**config.mk**
```make
export PLATFORM = sky130hd
export DESIGN_NAME = uart_modem_status
export DESIGN_NICKNAME = d
export VERILOG_FILES = /design/src/rtl/msr_pkg.sv /design/src/rtl/msr_sync.sv /design/src/rtl/msr_src_sel.sv /design/src/rtl/msr_delta.sv /design/src/rtl/uart_modem_status.sv
export SDC_FILE = /design/constraint.sdc
export NUM_CORES = 1
export LEC_CHECK = 0
export ABC_CLOCK_PERIOD_IN_PS = 2300
export BUFFER_PORTS_ARGS = -buffer_cell sky130_fd_sc_hd__buf_2
export CELL_PAD_IN_SITES_DETAIL_PLACEMENT = 1
export CELL_PAD_IN_SITES_GLOBAL_PLACEMENT = 1
export CORE_MARGIN = 1.5
export CORE_UTILIZATION = 45
export CTS_BUF_LIST = sky130_fd_sc_hd__clkbuf_4
export CTS_CLUSTER_DIAMETER = 40
export DETAILED_ROUTE_END_ITERATION = 8
export GPL_ROUTABILITY_DRIVEN = 1
export GPL_TIMING_DRIVEN = 1
export PLACE_DENSITY = 0.8
export REMOVE_ABC_BUFFERS = 1
export SLEW_MARGIN = 5
export SYNTH_ARGS = -nofsm -noshare
export SYNTH_HDL_FRONTEND = slang
export SYNTH_SLANG_ARGS = --single-unit
```
**constraint.sdc**
```tcl
create_clock -name clk_i -period 2.3 [get_ports clk_i]
set_clock_uncertainty 0.05 [all_clocks]
set_input_delay 0.345 -clock clk_i [delete_from_list [all_inputs] [get_ports clk_i]]
set_output_delay 0.345 -clock clk_i [all_outputs]
set_load 0.005 [all_outputs]
```
**src/rtl/msr_pkg.sv**
```systemverilog
package msr_pkg;
  localparam int unsigned NUM_LINES = 4;
  // line index inside the level/flag nibbles
  localparam int unsigned LN_CTS = 0;
  localparam int unsigned LN_DSR = 1;
  localparam int unsigned LN_RI  = 2;
  localparam int unsigned LN_DCD = 3;

  typedef struct packed {
    logic dcd;
    logic ri;
    logic dsr;
    logic cts;
  } modem_lines_t;
endpackage

```
**src/rtl/msr_sync.sv**
```systemverilog
module msr_sync #(
  parameter int unsigned WIDTH = 4,
  parameter int unsigned STAGES = 2,
  parameter logic [WIDTH-1:0] RST_VAL = '1
) (
  input  logic             clk_i,
  input  logic             rst_ni,
  input  logic [WIDTH-1:0] d_i,
  output logic [WIDTH-1:0] q_o
);
  logic [STAGES-1:0][WIDTH-1:0] stage_q;

  always_ff @(posedge clk_i or negedge rst_ni) begin
    if (!rst_ni) begin
      stage_q <= {STAGES{RST_VAL}};
    end else begin
      stage_q[0] <= d_i;
      for (int s = 1; s < STAGES; s++) stage_q[s] <= stage_q[s-1];
    end
  end

  assign q_o = stage_q[STAGES-1];
endmodule

```
**src/rtl/msr_src_sel.sv**
```systemverilog
module msr_src_sel #(
  parameter int unsigned WIDTH = 4
) (
  input  logic             loop_i,
  input  logic [WIDTH-1:0] pins_sync_n_i,
  input  logic [WIDTH-1:0] ctrl_i,
  output logic [WIDTH-1:0] lvl_o
);
  // pins are active low, control bits active high
  assign lvl_o = loop_i ? ctrl_i : ~pins_sync_n_i;
endmodule

```
**src/rtl/msr_delta.sv**
```systemverilog
module msr_delta #(
  parameter int unsigned NLINES = 4,
  parameter int unsigned TRAIL_IDX = 2,
  parameter int unsigned SETTLE_CYCLES = 3
) (
  input  logic              clk_i,
  input  logic              rst_ni,
  input  logic [NLINES-1:0] lvl_i,
  input  logic              rd_i,
  output logic [NLINES-1:0] delta_o
);
  localparam int unsigned CW = $clog2(SETTLE_CYCLES + 1);

  logic [NLINES-1:0] prev_q, delta_q, pend_q, evt;
  logic [CW-1:0]     settle_q;
  logic              settled, rd_q, rd_fall;

  for (genvar i = 0; i < NLINES; i++) begin : g_evt
    if (i == TRAIL_IDX) begin : g_trail
      assign evt[i] = prev_q[i] & ~lvl_i[i];
    end else begin : g_any
      assign evt[i] = prev_q[i] ^ lvl_i[i];
    end
  end

  assign settled = (settle_q == CW'(SETTLE_CYCLES));
  assign rd_fall = rd_q & ~rd_i;

  always_ff @(posedge clk_i or negedge rst_ni) begin
    if (!rst_ni) begin
      prev_q   <= '0;
      delta_q  <= '0;
      pend_q   <= '0;
      rd_q     <= 1'b0;
      settle_q <= '0;
    end else begin
      rd_q   <= rd_i;
      prev_q <= lvl_i;
      if (!settled) begin
        settle_q <= settle_q + CW'(1);
      end else if (rd_i) begin
        pend_q <= pend_q | evt;
      end else if (rd_fall) begin
        // repeated event on a set flag toggles it clear
        delta_q <= (pend_q | evt) & ~delta_q;
        pend_q  <= '0;
      end else begin
        delta_q <= delta_q | evt;
      end
    end
  end

  assign delta_o = delta_q;
endmodule

```
**src/rtl/uart_modem_status.sv**
```systemverilog
module uart_modem_status
  import msr_pkg::*;
#(
  parameter int unsigned SYNC_STAGES = 2
) (
  input  logic       clk_i,
  input  logic       rst_ni,
  input  logic       cts_ni,
  input  logic       dsr_ni,
  input  logic       ri_ni,
  input  logic       dcd_ni,
  input  logic       loop_i,
  input  logic       rts_i,
  input  logic       dtr_i,
  input  logic       out1_i,
  input  logic       out2_i,
  input  logic       msi_en_i,
  input  logic       rd_i,
  output logic [7:0] status_o,
  output logic       irq_o
);
  localparam int unsigned SETTLE = SYNC_STAGES + 1;

  modem_lines_t pins_n, pins_sync_n, ctrl, lvl;
  logic [NUM_LINES-1:0] delta;

  assign pins_n = '{dcd: dcd_ni, ri: ri_ni, dsr: dsr_ni, cts: cts_ni};
  assign ctrl   = '{dcd: out2_i, ri: out1_i, dsr: dtr_i, cts: rts_i};

  msr_sync #(
    .WIDTH  (NUM_LINES),
    .STAGES (SYNC_STAGES),
    .RST_VAL({NUM_LINES{1'b1}})
  ) u_sync (
    .clk_i (clk_i),
    .rst_ni(rst_ni),
    .d_i   (pins_n),
    .q_o   (pins_sync_n)
  );

  msr_src_sel #(
    .WIDTH(NUM_LINES)
  ) u_sel (
    .loop_i       (loop_i),
    .pins_sync_n_i(pins_sync_n),
    .ctrl_i       (ctrl),
    .lvl_o        (lvl)
  );

  msr_delta #(
    .NLINES       (NUM_LINES),
    .TRAIL_IDX    (LN_RI),
    .SETTLE_CYCLES(SETTLE)
  ) u_delta (
    .clk_i  (clk_i),
    .rst_ni (rst_ni),
    .lvl_i  (lvl),
    .rd_i   (rd_i),
    .delta_o(delta)
  );

  assign status_o = {lvl, delta};
  assign irq_o    = msi_en_i & (|delta);
endmodule

```
# --- Word-level counts from Yosys, hierarchy flattened ---
# Index checks and enable logic that the tools add are counted.
totals:
  out_inout_bits: 9
  ramBits: 0
  memories: 0
  latch_bits: 0
  mem_bits_ro: 0
  elab_cells: 30
  register_bits: 23
op_classes:
  bitwise_logic: 13
  magnitude_cmp: 0
  shifts: 0
  multipliers: 0
  reduce_logical: 4
  div: 0
  addsub: 1
  mux: 4
  n_eq_ne: 1
ops:
  columns: ["operator", "n"]
  rows:
  - ["$mux 4", 4]
  - ["$not 4->4", 2]
  - ["$or 4x4->4", 2]
  - ["$and 4x4->4", 1]
  - ["$reduce_and 2->1", 2]
  - ["$reduce_or 4->1", 1]
  - ["$and 1x1->1", 3]
  - ["$xor 1x1->1", 3]
  - ["$add 2x1->2 const B", 1]
  - ["$eq 2x2->1 const B", 1]
  - ["$not 1->1", 2]
  - ["$reduce_bool 2->1", 1]

# --- Logic depth before layout (Yosys ltp) ---
# Gate-level depths: netlist of the first run.
depth:
  ltp_word: 7
  depth_mapped: 6
  mapped_depth_nobuf: 5

# --- Hierarchy ---
# From an unflattened synthesis of the first run, not the netlist that was laid out.
hier_totals:
  hier_cells: 72
  area_unflattened_um2: 897.1
modules_own_cells:
  columns: ["module", "area_each_um2", "instances", "seq_area_each_um2", "cells_each"]
  rows:
  - ["msr_delta", 610.6, 1, 375.4, 51]
  - ["msr_sync", 240.2, 1, 210.2, 12]
  - ["msr_src_sel", 35.0, 1, 0.0, 8]
  - ["uart_modem_status", 11.3, 1, 0.0, 1]

# --- Worst setup path after synthesis of the first run ---
# Ideal clock, no wire load.
synth_path:
  path_type: "flip-flop to flip-flop"
  start: "reg u_delta.settle_q[0]"
  end: "reg u_delta.delta_q[0] (netlist: u_delta.delta_o[0])"
  t_arrival_ps: 1153
  slack_ps: 968
  setup_time_ps: 129
  path_stages_with_launch: 6
  period_less_slack_ps: 1332
  path_cell_list: "dfrtp_1 ha_1 nor2b_1 buf_4 a31oi_2 o41ai_2"
synth_between:
  elab_chain_len: 2
synth_rtl:
  columns: ["element", "line_no", "source"]
  rows:
  - ["start: declaration", "msr_delta.sv:15", "logic [CW-1:0] settle_q;"]
  - ["start signal: assignment", "msr_delta.sv:40", "settle_q <= settle_q + CW'(1);"]
  - ["$eq 2x2->1", "msr_delta.sv:26", "assign settled = (settle_q == CW'(SETTLE_CYCLES));"]
  - ["$reduce_and 2->1 (no line)", null, null]
  - ["end signal: assignment", "msr_delta.sv:45", "delta_q <= (pend_q | evt) & ~delta_q;"]
  - ["end signal: assignment", "msr_delta.sv:48", "delta_q <= delta_q | evt;"]
  - ["end: declaration", "msr_delta.sv:14", "logic [NLINES-1:0] prev_q, delta_q, pend_q, evt;"]
# No other way between the ends.
# A chain may end at the register's enable or synchronous reset.

# --- Worst setup path after layout of the first run ---
layout_path:
  start: "reg u_delta.settle_q[0]"
  end: "reg u_delta.delta_q[1] (netlist: u_delta.delta_o[1])"
# Same word-level chain as after synthesis.

==> results of run 1 <==
worst max-delay path: stages, from the launching register on:
cell and delay (ns):
dfrtp_1 0.40, ha_1 0.26, nor2b_1 0.55, a21oi_1 0.16, a31oi_1 0.16, o41ai_1 0.10
power groups by stage:
stage	clock (W)	combinational (W)	sequential, W
final	0.000189	0.000190	0.000511
after global placement	0	0.000182	0.000512
after CTS	0.000197	0.000194	0.000512
after floorplan	0	0.000113	0.000510
after global routing	0.000213	0.000218	0.000520
after detailed placement	0	0.000191	0.000519
through the flow:
stage                     setup slack (ns)  hold WS, ns  total power [W]
after floorplan                      0.730    -0.000591         0.000622
after global placement               0.651        0.282         0.000694
after detailed placement             0.536        0.293         0.000710
after CTS                            0.505       0.0683         0.000903
after global routing                 0.290       0.0544         0.000952
final                                0.508       0.0772         0.000890
how the worst min path moves through the flow:
stage,start,to,cells past startpoint
after detailed placement,rst_ni,u_delta.delta_o[3]$_DFFE_PN0P_,1
after floorplan,rst_ni,u_delta.delta_o[0]$_DFFE_PN0P_,0
final,dcd_ni,u_sync.stage_q[3]$_DFF_PN1_,1
after global placement,rst_ni,u_delta.delta_o[0]$_DFFE_PN0P_,1
after global routing,dcd_ni,u_sync.stage_q[3]$_DFF_PN1_,1
after CTS,dcd_ni,u_sync.stage_q[3]$_DFF_PN1_,1
sequential cells by signal, indices dropped and copies added (netlist names):
register and count:
u_delta.delta_o 4, u_delta.pend_q 4, u_delta.prev_q 4, u_sync.q_o 4, u_sync.stage_q 4, u_delta.settle_q 2
u_delta.rd_q 1
cell usage in the layout (no fill, tap or decap), types with 2 or more instances in the layout:
cell type  Yosys  layout
o21ai_1        3       3
o31ai_1        4       4
dfrtp_1       15      15
xor2_1         3       3
inv_1          9       9
clkbuf_4       0       4
o21ai_0        2       2
o41ai_2        2       2
buf_2          0      21
a21oi_2        2       2
a31oi_2        2       2
a21oi_1        6       6
and2_1         3       3
dfstp_2        8       8
nor2_1         2       2
logic make-up (layout without fill, tap and decap cells):
family                   after synthesis  count (layout)
adder cells (fa/ha/maj)                1               1
AO/OA/AOI/OAI                         24              24
AND/OR/NAND/NOR                       10              10
buffers and inverters                 13              35
flip-flops                            23              23
XOR/XNOR                               4               4
multiplexers                           2               2
layer usage:
layer / vias to the layer above / share of wire [%] / track usage (%)
met5: - / 0 / 0
met4: 0 / 0.73 / 5.71
met3: 2 / 4.0 / 1.84
met2: 18 / 51 / 31.5
met1: 333 / 44 / 20.9
li1: 306 / - / -
cell type report:
type	count	area, µm²
inverters	9	33.8
fillers	235	875
flip-flops and latches	23	586
multi-input cells	41	309
well taps	27	33.8
repair buffers	22	115
clock buffers	4	30.0
==> results.toml, run 1 <==
[logic_synthesis]
yosysTopAreaCell = "dfrtp_1"
synth.avg_cell_area_um2 = 12.5
synth_xor_area_share_pct = 3.63
synth.area.mux_share_pct = 2.20
synth_cell_type_count = 27
yosys.area_share.adder_pct = 1.30
synth_top_family_by_area = "compound AO/OA/AOI/OAI gates"
synth_compound_area_share_pct = 19.3
ys_seq_area_share_pct = 60.6
yosysMostFrequentCell = "dfrtp_1"
ys_top_cells_by_area = "dfrtp_1, dfstp_2, inv_1"
yosys.area_share.simple_pct = 5.57
yosys.area.top_type_share_pct = 38.9
netlist_area_um2 = 966
async_reset_ff_share_pct = 100
synth_edf_count = 0
yosys_warnings = 0
synth_seq_cells = 23
synth_flop_cell = "dfrtp_1"
synthCells = 77
synth_commonest_cells = "dfrtp_1, inv_1, dfstp_2, a21oi_1, o31ai_1"

[layout]
drive_above_1_share_pct = 41.4
finalNetCount = 114
stdcell_area_mm2 = 0.00111
fin_cells = 126
antenna_cells = 0
utilization_pct = 55.9
syn_to_final_growth_pct = 14.6

[floorplan]
initial_core_util_pct = 48.7
rows = 16
pin_count = 22
die_w_um = 49.3
die-area_mm2 = 0.00243
die_y_um = 49.3
core_area_mm2 = 0.00198

[placement]
dp_hpwl_um = 1320
dp.cells = 121
place_area_mm2 = 0.00107
place_congestion = 0.768
portBuffers = 21

[detailed_routing]
wl_per_cell_um = 14.2
drt-initial-drc-count = 4
route.detailed.drc = 0
antenna_left = 0
drtPass1Iterations = 3
totalWireLength_um = 1790
num_vias = 659
routed_via_density = 5.23

[global_routing]
grt.total_usage_pct = 17.2
grt_max_degree = 24
grt_pass1_vias = 735
overflow = 0
grt_pass1_wl_um = 3170
antenna_found_initial = 0

[critical_path]
endpoint = "u_delta.delta_o[1]$_DFFE_PN0P_"
cp.arrival_ns = 1.93
worstSetupEndpointType = "flip-flop"
r2r-end = "u_delta.delta_o[1]$_DFFE_PN0P_"
critPathMaxFanout = 8
r2r-start = "u_delta.settle_q[0]$_DFFE_PN0P_"
startpoint = "u_delta.settle_q[0]$_DFFE_PN0P_"
cp.required_ns = 2.44
critPathKind = "flip-flop to flip-flop"
reg2reg_depth = 5
rrSetupSlack_ns = 0.51
cp-start-kind = "flip-flop"

[power_and_ir_drop]
peakVddDrop_mv = 0.521
p_switching_w = 0.000256
p_int_w = 0.000634
leakagePower_nw = 0.516
powerDensity_mw_per_mm2 = 804
p_clk_share_pct = 21.2
seqPwrFrac_pct = 57.4
pwr-share-comb_pct = 21.4
p_sw_share_pct = 28.8

[timing]
setup_viol = 0
slew_headroom_pct = 58.5
drv_slew = 0
worstMarginPinSlew_ns = 0.621
finalCritPeriodShare_pct = 77.9
fin_crit_ns = 1.79
rsz0062_at_grt = "no"
finalHoldViolCount = 0
setup_tns_ns = 0
fmax_mhz = 558

[cts]
cts_hold_buf = 1
clk_latency_ns = 0.30
cts.sinks = 23
cts_buffer_depth = 2
cts_tree = "yes"
cts_max_level = 1
clk_root_buffer_cell = "clkbuf_4"
clk_pin_slew_ns = 0.12
ctsResizeCount = 0
cts_buffers = 3
cts_setup_buffers = 0

[job]
max-cap-violations = 0

[worst_hold_path]
hold_class = "input pin to flip-flop"

[outcome]
status = "completed"
No activity file was read; power rests on OpenSTA's default activity.
==> inputs of run 2 (changes only) <==
--- a/config.mk
+++ b/config.mk
@@ -5,18 +5,18 @@
 export SDC_FILE = /design/constraint.sdc
 export NUM_CORES = 1
 export LEC_CHECK = 0
-export ABC_CLOCK_PERIOD_IN_PS = 2300
+export ABC_CLOCK_PERIOD_IN_PS = 1800
 export BUFFER_PORTS_ARGS = -buffer_cell sky130_fd_sc_hd__buf_2
 export CELL_PAD_IN_SITES_DETAIL_PLACEMENT = 1
 export CELL_PAD_IN_SITES_GLOBAL_PLACEMENT = 1
 export CORE_MARGIN = 1.5
-export CORE_UTILIZATION = 45
+export CORE_UTILIZATION = 43
 export CTS_BUF_LIST = sky130_fd_sc_hd__clkbuf_4
 export CTS_CLUSTER_DIAMETER = 40
 export DETAILED_ROUTE_END_ITERATION = 8
 export GPL_ROUTABILITY_DRIVEN = 1
 export GPL_TIMING_DRIVEN = 1
-export PLACE_DENSITY = 0.8
+export PLACE_DENSITY = 0.77
 export REMOVE_ABC_BUFFERS = 1
 export SLEW_MARGIN = 5
 export SYNTH_ARGS = -nofsm -noshare
==> constraint.sdc (replaced) <==
create_clock -name clk_i -period 1.8 [get_ports clk_i]
set_clock_uncertainty 0.05 [all_clocks]
set_input_delay 0.27 -clock clk_i [delete_from_list [all_inputs] [get_ports clk_i]]
set_output_delay 0.27 -clock clk_i [all_outputs]
set_load 0.005 [all_outputs]
==> run 2 against run 1 <==
  * Routed wire length is 3.2% lower
  * Combinational power is 29% higher
  * First-iteration DRC count is 100% lower
  * Cell area is 4.1% higher
  * Global-route usage is 0.98 points lower
  * Die area is 4.4% higher
  * Register-to-register slack worse by 0.14 ns
  * Setup slack worse by 0.34 ns
  * Sequential share of layout area is 2.1 points lower
  * Clock-buffer cell count is 1 lower
  * Sequential power is 27% higher
  * Critical endpoint is now status_o[7]
==> results.toml, run 2 (synthesized netlist as in run 1, its figures left out) <==
[outcome]
status = "completed"

[global_routing]
use_met1_pct = 18.9
use_met2_pct = 27.2
grt.total_usage_pct = 16.3
overflow = 0
grt.busiest_layer = "met2"
grt_max_degree = 24
grt_pass1_wl_um = 2930
grt_pass1_vias = 658
antenna_found_initial = 0
grt_use_met3_pct = 3.87

[cts]
cts_tree = "yes"
ctsResizeCount = 0
cts.sinks = 23
clk_latency_ns = 0.31
clk_root_buffer_cell = "clkbuf_4"
clk_pin_slew_ns = 0.13
cts_max_level = 1
cts_buffer_depth = 2
cts_buffers = 3

[layout]
fillCellCount = 234
fin_cells = 131
syn_to_final_growth_pct = 19.3
final_cell_mix = "buf_2, dfrtp_1, inv_1"
final_common_cell = "buf_2"
antenna_cells = 0
finalNetCount = 119
drive_above_1_share_pct = 40.4

[timing]
drv_slew = 0
finalHoldViolCount = 0
fmax_mhz = 613
slew_headroom_pct = 66.3
worstMarginPinSlew_ns = 0.505
rsz0062_at_grt = "no"
setup_tns_ns = 0
setup_viol = 0
finalCritPeriodShare_pct = 90.6
fin_crit_ns = 1.63

[power_and_ir_drop]
p_clk_share_pct = 20.7
p_switching_w = 0.000326
p_int_w = 0.000799
leakagePower_nw = 0.537
peakVddDrop_mv = 0.490
powerDensity_mw_per_mm2 = 976
seqPwrFrac_pct = 57.5
pwr-share-comb_pct = 21.8
p_sw_share_pct = 29.0

[detailed_routing]
drtPass1Iterations = 1
wl_per_cell_um = 13.2
antenna_left = 0
route.detailed.drc = 0
drt-initial-drc-count = 0
routed_via_density = 5.11
totalWireLength_um = 1730
num_vias = 670

[floorplan]
rows = 16
die_w_um = 50.4
initial_core_util_pct = 47.3
die_y_um = 50.4
core_area_mm2 = 0.00204
pin_count = 22
die-area_mm2 = 0.00254

[worst_hold_path]
hold_class = "input pin to flip-flop"

[critical_path]
cp.arrival_ns = 1.31
critPathMaxFanout = 2
cp-start-kind = "flip-flop"
critPathKind = "flip-flop to primary output"
worstSetupEndpointType = "primary output"
cp.required_ns = 1.48

[placement]
dp.cells = 122
portBuffers = 21
dp_hpwl_um = 1250
place_congestion = 0.748

[job]
max-cap-violations = 0
run 2: metal layers:
| layer | wire length [µm] | vias to the layer above |
|---|---|---|
| met5 | 0 | - |
| met4 | 36 | 0 |
| met3 | 88 | 4 |
| met2 | 871 | 21 |
| met1 | 733 | 327 |
| li1 | - | 318 |
run 2: area by class of cell:
class / count / area [µm²] / share of cell area (%)
multi-input cells: 41 / 309 / 26.8
well taps: 27 / 33.8 / 2.93
flip-flops and latches: 23 / 586 / 50.8
repair buffers: 27 / 163 / 14.1
clock inverters: 1 / 5.00 / 0.434
inverters: 9 / 33.8 / 2.93
clock buffers: 3 / 22.5 / 1.95
run 2: timing repair:
action,in CTS,in global routing
endpoints found under the hold margin,19,0
hold buffers,5,0
buffers inserted,0,0
endpoints found under the setup margin,0,0
run 2: stage by stage:
step	area [µm²]	worst slack, ns	total power, W	hold slack [ns]	util [%]
floorplan	928	0.230	0.000795	-0.0756	-
detailed placement	1070	0.371	0.000900	0.222	52.6
global placement	1070	0.425	0.000888	0.216	52.6
CTS	1150	0.138	0.00115	0.123	56.4
global route	1150	0.0747	0.00120	0.118	56.4
finish	1150	0.170	0.00112	0.132	56.4
run 2: power groups by stage:
| stage | Sequential [W] | Clock, W | Combinational, W |
|---|---|---|---|
| 4_1_cts | 0.000649 | 0.000249 | 0.000249 |
| 6_report | 0.000647 | 0.000233 | 0.000245 |
| 3_5_place_dp | 0.000660 | 0 | 0.000240 |
| 5_1_grt | 0.000658 | 0.000265 | 0.000281 |
| 3_3_place_gp | 0.000654 | 0 | 0.000234 |
| 2_1_floorplan | 0.000651 | 0 | 0.000144 |
run 2: final timing paths:
check	from	end	slack, ns	cells past startpoint
setup / recovery	u_sync.q_o[3]$_DFF_PN1_	status_o[7]	0.17	4
hold / removal	rd_i	u_delta.rd_q$_DFF_PN0_	0.13	1
setup reg to reg	u_delta.settle_q[0]$_DFFE_PN0P_	u_delta.delta_o[3]$_DFFE_PN0P_	0.37	6
hold reg to reg	u_sync.stage_q[0]$_DFF_PN1_	u_sync.q_o[0]$_DFF_PN1_	0.32	0
max in group asynchronous	rst_ni	u_sync.stage_q[2]$_DFF_PN1_	0.94	2
min in group asynchronous	rst_ni	u_delta.delta_o[0]$_DFFE_PN0P_	0.39	2
run 2: critical path, cell delays in order (launching register included):
cell	delay (ns)
dfstp_2	0.54
nor2_1	0.03
a21oi_1	0.20
inv_1	0.09
buf_2	0.14
==> inputs of run 3 (changes only) <==
--- a/config.mk
+++ b/config.mk
@@ -5,18 +5,18 @@
 export SDC_FILE = /design/constraint.sdc
 export NUM_CORES = 1
 export LEC_CHECK = 0
-export ABC_CLOCK_PERIOD_IN_PS = 1800
+export ABC_CLOCK_PERIOD_IN_PS = 2000
 export BUFFER_PORTS_ARGS = -buffer_cell sky130_fd_sc_hd__buf_2
 export CELL_PAD_IN_SITES_DETAIL_PLACEMENT = 1
 export CELL_PAD_IN_SITES_GLOBAL_PLACEMENT = 1
 export CORE_MARGIN = 1.5
-export CORE_UTILIZATION = 43
+export CORE_UTILIZATION = 45
 export CTS_BUF_LIST = sky130_fd_sc_hd__clkbuf_4
 export CTS_CLUSTER_DIAMETER = 40
 export DETAILED_ROUTE_END_ITERATION = 8
 export GPL_ROUTABILITY_DRIVEN = 1
 export GPL_TIMING_DRIVEN = 1
-export PLACE_DENSITY = 0.77
+export PLACE_DENSITY = 0.8
 export REMOVE_ABC_BUFFERS = 1
 export SLEW_MARGIN = 5
 export SYNTH_ARGS = -nofsm -noshare
==> constraint.sdc (replaced) <==
create_clock -name clk_i -period 2 [get_ports clk_i]
set_clock_uncertainty 0.05 [all_clocks]
set_input_delay 0.3 -clock clk_i [delete_from_list [all_inputs] [get_ports clk_i]]
set_output_delay 0.3 -clock clk_i [all_outputs]
set_load 0.005 [all_outputs]
==> run 3 against run 2 <==
  * Largest cell class unchanged
  * First-iteration DRC count unchanged
  * Power down 10%
  * Sequential power down 9.4%
  * Sequential cell count unchanged
  * Global-route usage down 0.21 points
  * Die area down 4.2%
  * Sequential share of layout area up 2.1 points
  * Combinational power down 11%
  * Routed wire length down 5.3%
  * Critical endpoint is now u_delta.delta_o[3]$_DFFE_PN0P_
  * Cell area down 3.9%
==> results.toml, run 3 (synthesized netlist as in run 1, its figures left out) <==
[critical_path]
rrSetupSlack_ns = 0.26
critPathKind = "flip-flop to flip-flop"
cp.arrival_ns = 1.87
cp.required_ns = 2.14
crit_path_max_incr_delay_ns = 0.55
path_delay_family = "simple AND/OR/NAND/NOR gates"
crit_buf_inv = 0
worstSetupEndpointType = "flip-flop"
worst_path_max_delay_cell = "nor2b_1"
cp.depth = 5
crit_chain = "ha_1 > nor2b_1 > a21oi_2 > a31oi_2 > o41ai_2"
critPathMaxFanout = 8
r2r-start = "u_delta.settle_q[0]$_DFFE_PN0P_"
cp-start-kind = "flip-flop"
startpoint = "u_delta.settle_q[0]$_DFFE_PN0P_"
reg2reg_depth = 5
r2r-end = "u_delta.delta_o[3]$_DFFE_PN0P_"
endpoint = "u_delta.delta_o[3]$_DFFE_PN0P_"

[global_routing]
grt.total_usage_pct = 16.0
grt_pass1_vias = 701
overflow = 0
grt_max_degree = 24
antenna_found_initial = 0
grt_pass1_wl_um = 2980

[detailed_routing]
wl_per_cell_um = 13.0
drtPass1Iterations = 1
drt-initial-drc-count = 0
wl_met1_um = 720
met3_length_um = 64
route.detailed.drc = 0
route.met2.wl_um = 840
routed_via_density = 5.07
num_vias = 639
top_layer_used = "met4"
antenna_left = 0
totalWireLength_um = 1640

[floorplan]
rows = 16
core_area_mm2 = 0.00198
die-area_mm2 = 0.00243
die_w_um = 49.3
die_y_um = 49.3
initial_core_util_pct = 48.7
pin_count = 22

[timing]
finalCritPeriodShare_pct = 86.8
worstMarginPinSlew_ns = 0.623
setup_tns_ns = 0
drv_slew = 0
finalHoldViolCount = 0
fmax_mhz = 576
fin_crit_ns = 1.74
hold_ws_ns = 0.0288
slew_headroom_pct = 58.4
setup_viol = 0
rsz0062_at_grt = "no"

[outcome]
status = "completed"

[cts]
cts_setup_buffers = 0
clk_pin_slew_ns = 0.12
clk_latency_ns = 0.30
clk_root_buffer_cell = "clkbuf_4"
cts_max_level = 1
cts_buffer_depth = 2
cts.sinks = 23
cts_buffers = 3
cts_tree = "yes"

[layout]
syn_to_final_growth_pct = 14.6
utilization_pct = 55.9
finalNetCount = 114
fillCellCount = 219
drive_above_1_share_pct = 41.4
antenna_cells = 0
final_cell_mix = "buf_2, dfrtp_1, inv_1"
stdcell_area_mm2 = 0.00111
final_common_cell = "buf_2"

[placement]
place_congestion = 0.754
dp_hpwl_um = 1290
place_area_mm2 = 0.00107
portBuffers = 21

[power_and_ir_drop]
p_clk_share_pct = 20.5
p_switching_w = 0.000296
seqPwrFrac_pct = 58.0
pwr-share-comb_pct = 21.4
powerDensity_mw_per_mm2 = 912
p_int_w = 0.000714
peakVddDrop_mv = 0.540
leakagePower_nw = 0.512
p_sw_share_pct = 29.3
power.total_w = 0.00101

[job]
max-cap-violations = 0

[worst_hold_path]
hold_class = "input pin to flip-flop"
==> run 3: changes by cell type in the layout (fill, tap and decap cells not counted), sizes merged <==
| cell | previous run | this run |
|---|---|---|
| buf | 22 | 21 |
| clkinvlp | 0 | 1 |
| clkinv | 1 | 0 |
| dlygate4sd3 | 5 | 1 |
==> run 3: final cells by class <==
type                            instances  area (µm²)  area share (%)
Inverter                                9        33.8            3.05
Timing Repair Buffer                   22         115            10.4
Sequential cell                        23         586            52.9
Clock inverter                          1        7.51           0.678
Tap cell                               27        33.8            3.05
Multi-Input combinational cell         41         309            27.9
Clock buffer                            3        22.5            2.03
==> run 3: worst min path at each step <==
stage,to,slack [ns],start,depth (start not counted)
4_1_cts,u_sync.stage_q[2]$_DFF_PN1_,0.02,ri_ni,1
5_1_grt,u_sync.stage_q[0]$_DFF_PN1_,0.001,cts_ni,1
6_report,u_sync.stage_q[2]$_DFF_PN1_,0.03,ri_ni,1
2_1_floorplan,u_delta.delta_o[0]$_DFFE_PN0P_,-0.05,rst_ni,0
3_3_place_gp,u_delta.delta_o[0]$_DFFE_PN0P_,0.23,rst_ni,1
3_5_place_dp,u_delta.delta_o[0]$_DFFE_PN0P_,0.24,rst_ni,1
==> run 3: power by group through the flow <==
stage	clock network, W	logic (W)	registers [W]
2_1_floorplan	0	0.000130	0.000586
3_3_place_gp	0	0.000208	0.000589
3_5_place_dp	0	0.000218	0.000595
4_1_cts	0.000220	0.000221	0.000586
5_1_grt	0.000238	0.000247	0.000595
6_report	0.000207	0.000217	0.000586
==> run 3: stage by stage <==
step | setup WS [ns] | instances
6_report | 0.263 | 126
5_1_grt | 0.0842 | 126
3_3_place_gp | 0.344 | 121
2_1_floorplan | 0.430 | 73
4_1_cts | 0.245 | 126
3_5_place_dp | 0.273 | 121
==> run 3: timing repair <==
action,4_1_cts,5_1_grt
hold buffers,1,0
resized for setup,0,0
hold endpoints to repair,15,0
==> run 3: per-layer routing <==
layer | vias up | global-route usage [%]
li1 | 306 | -
met1 | 313 | 19.3
met2 | 18 | 29.1
met3 | 2 | 2.15
met4 | 0 | 5.71
met5 | - | 0
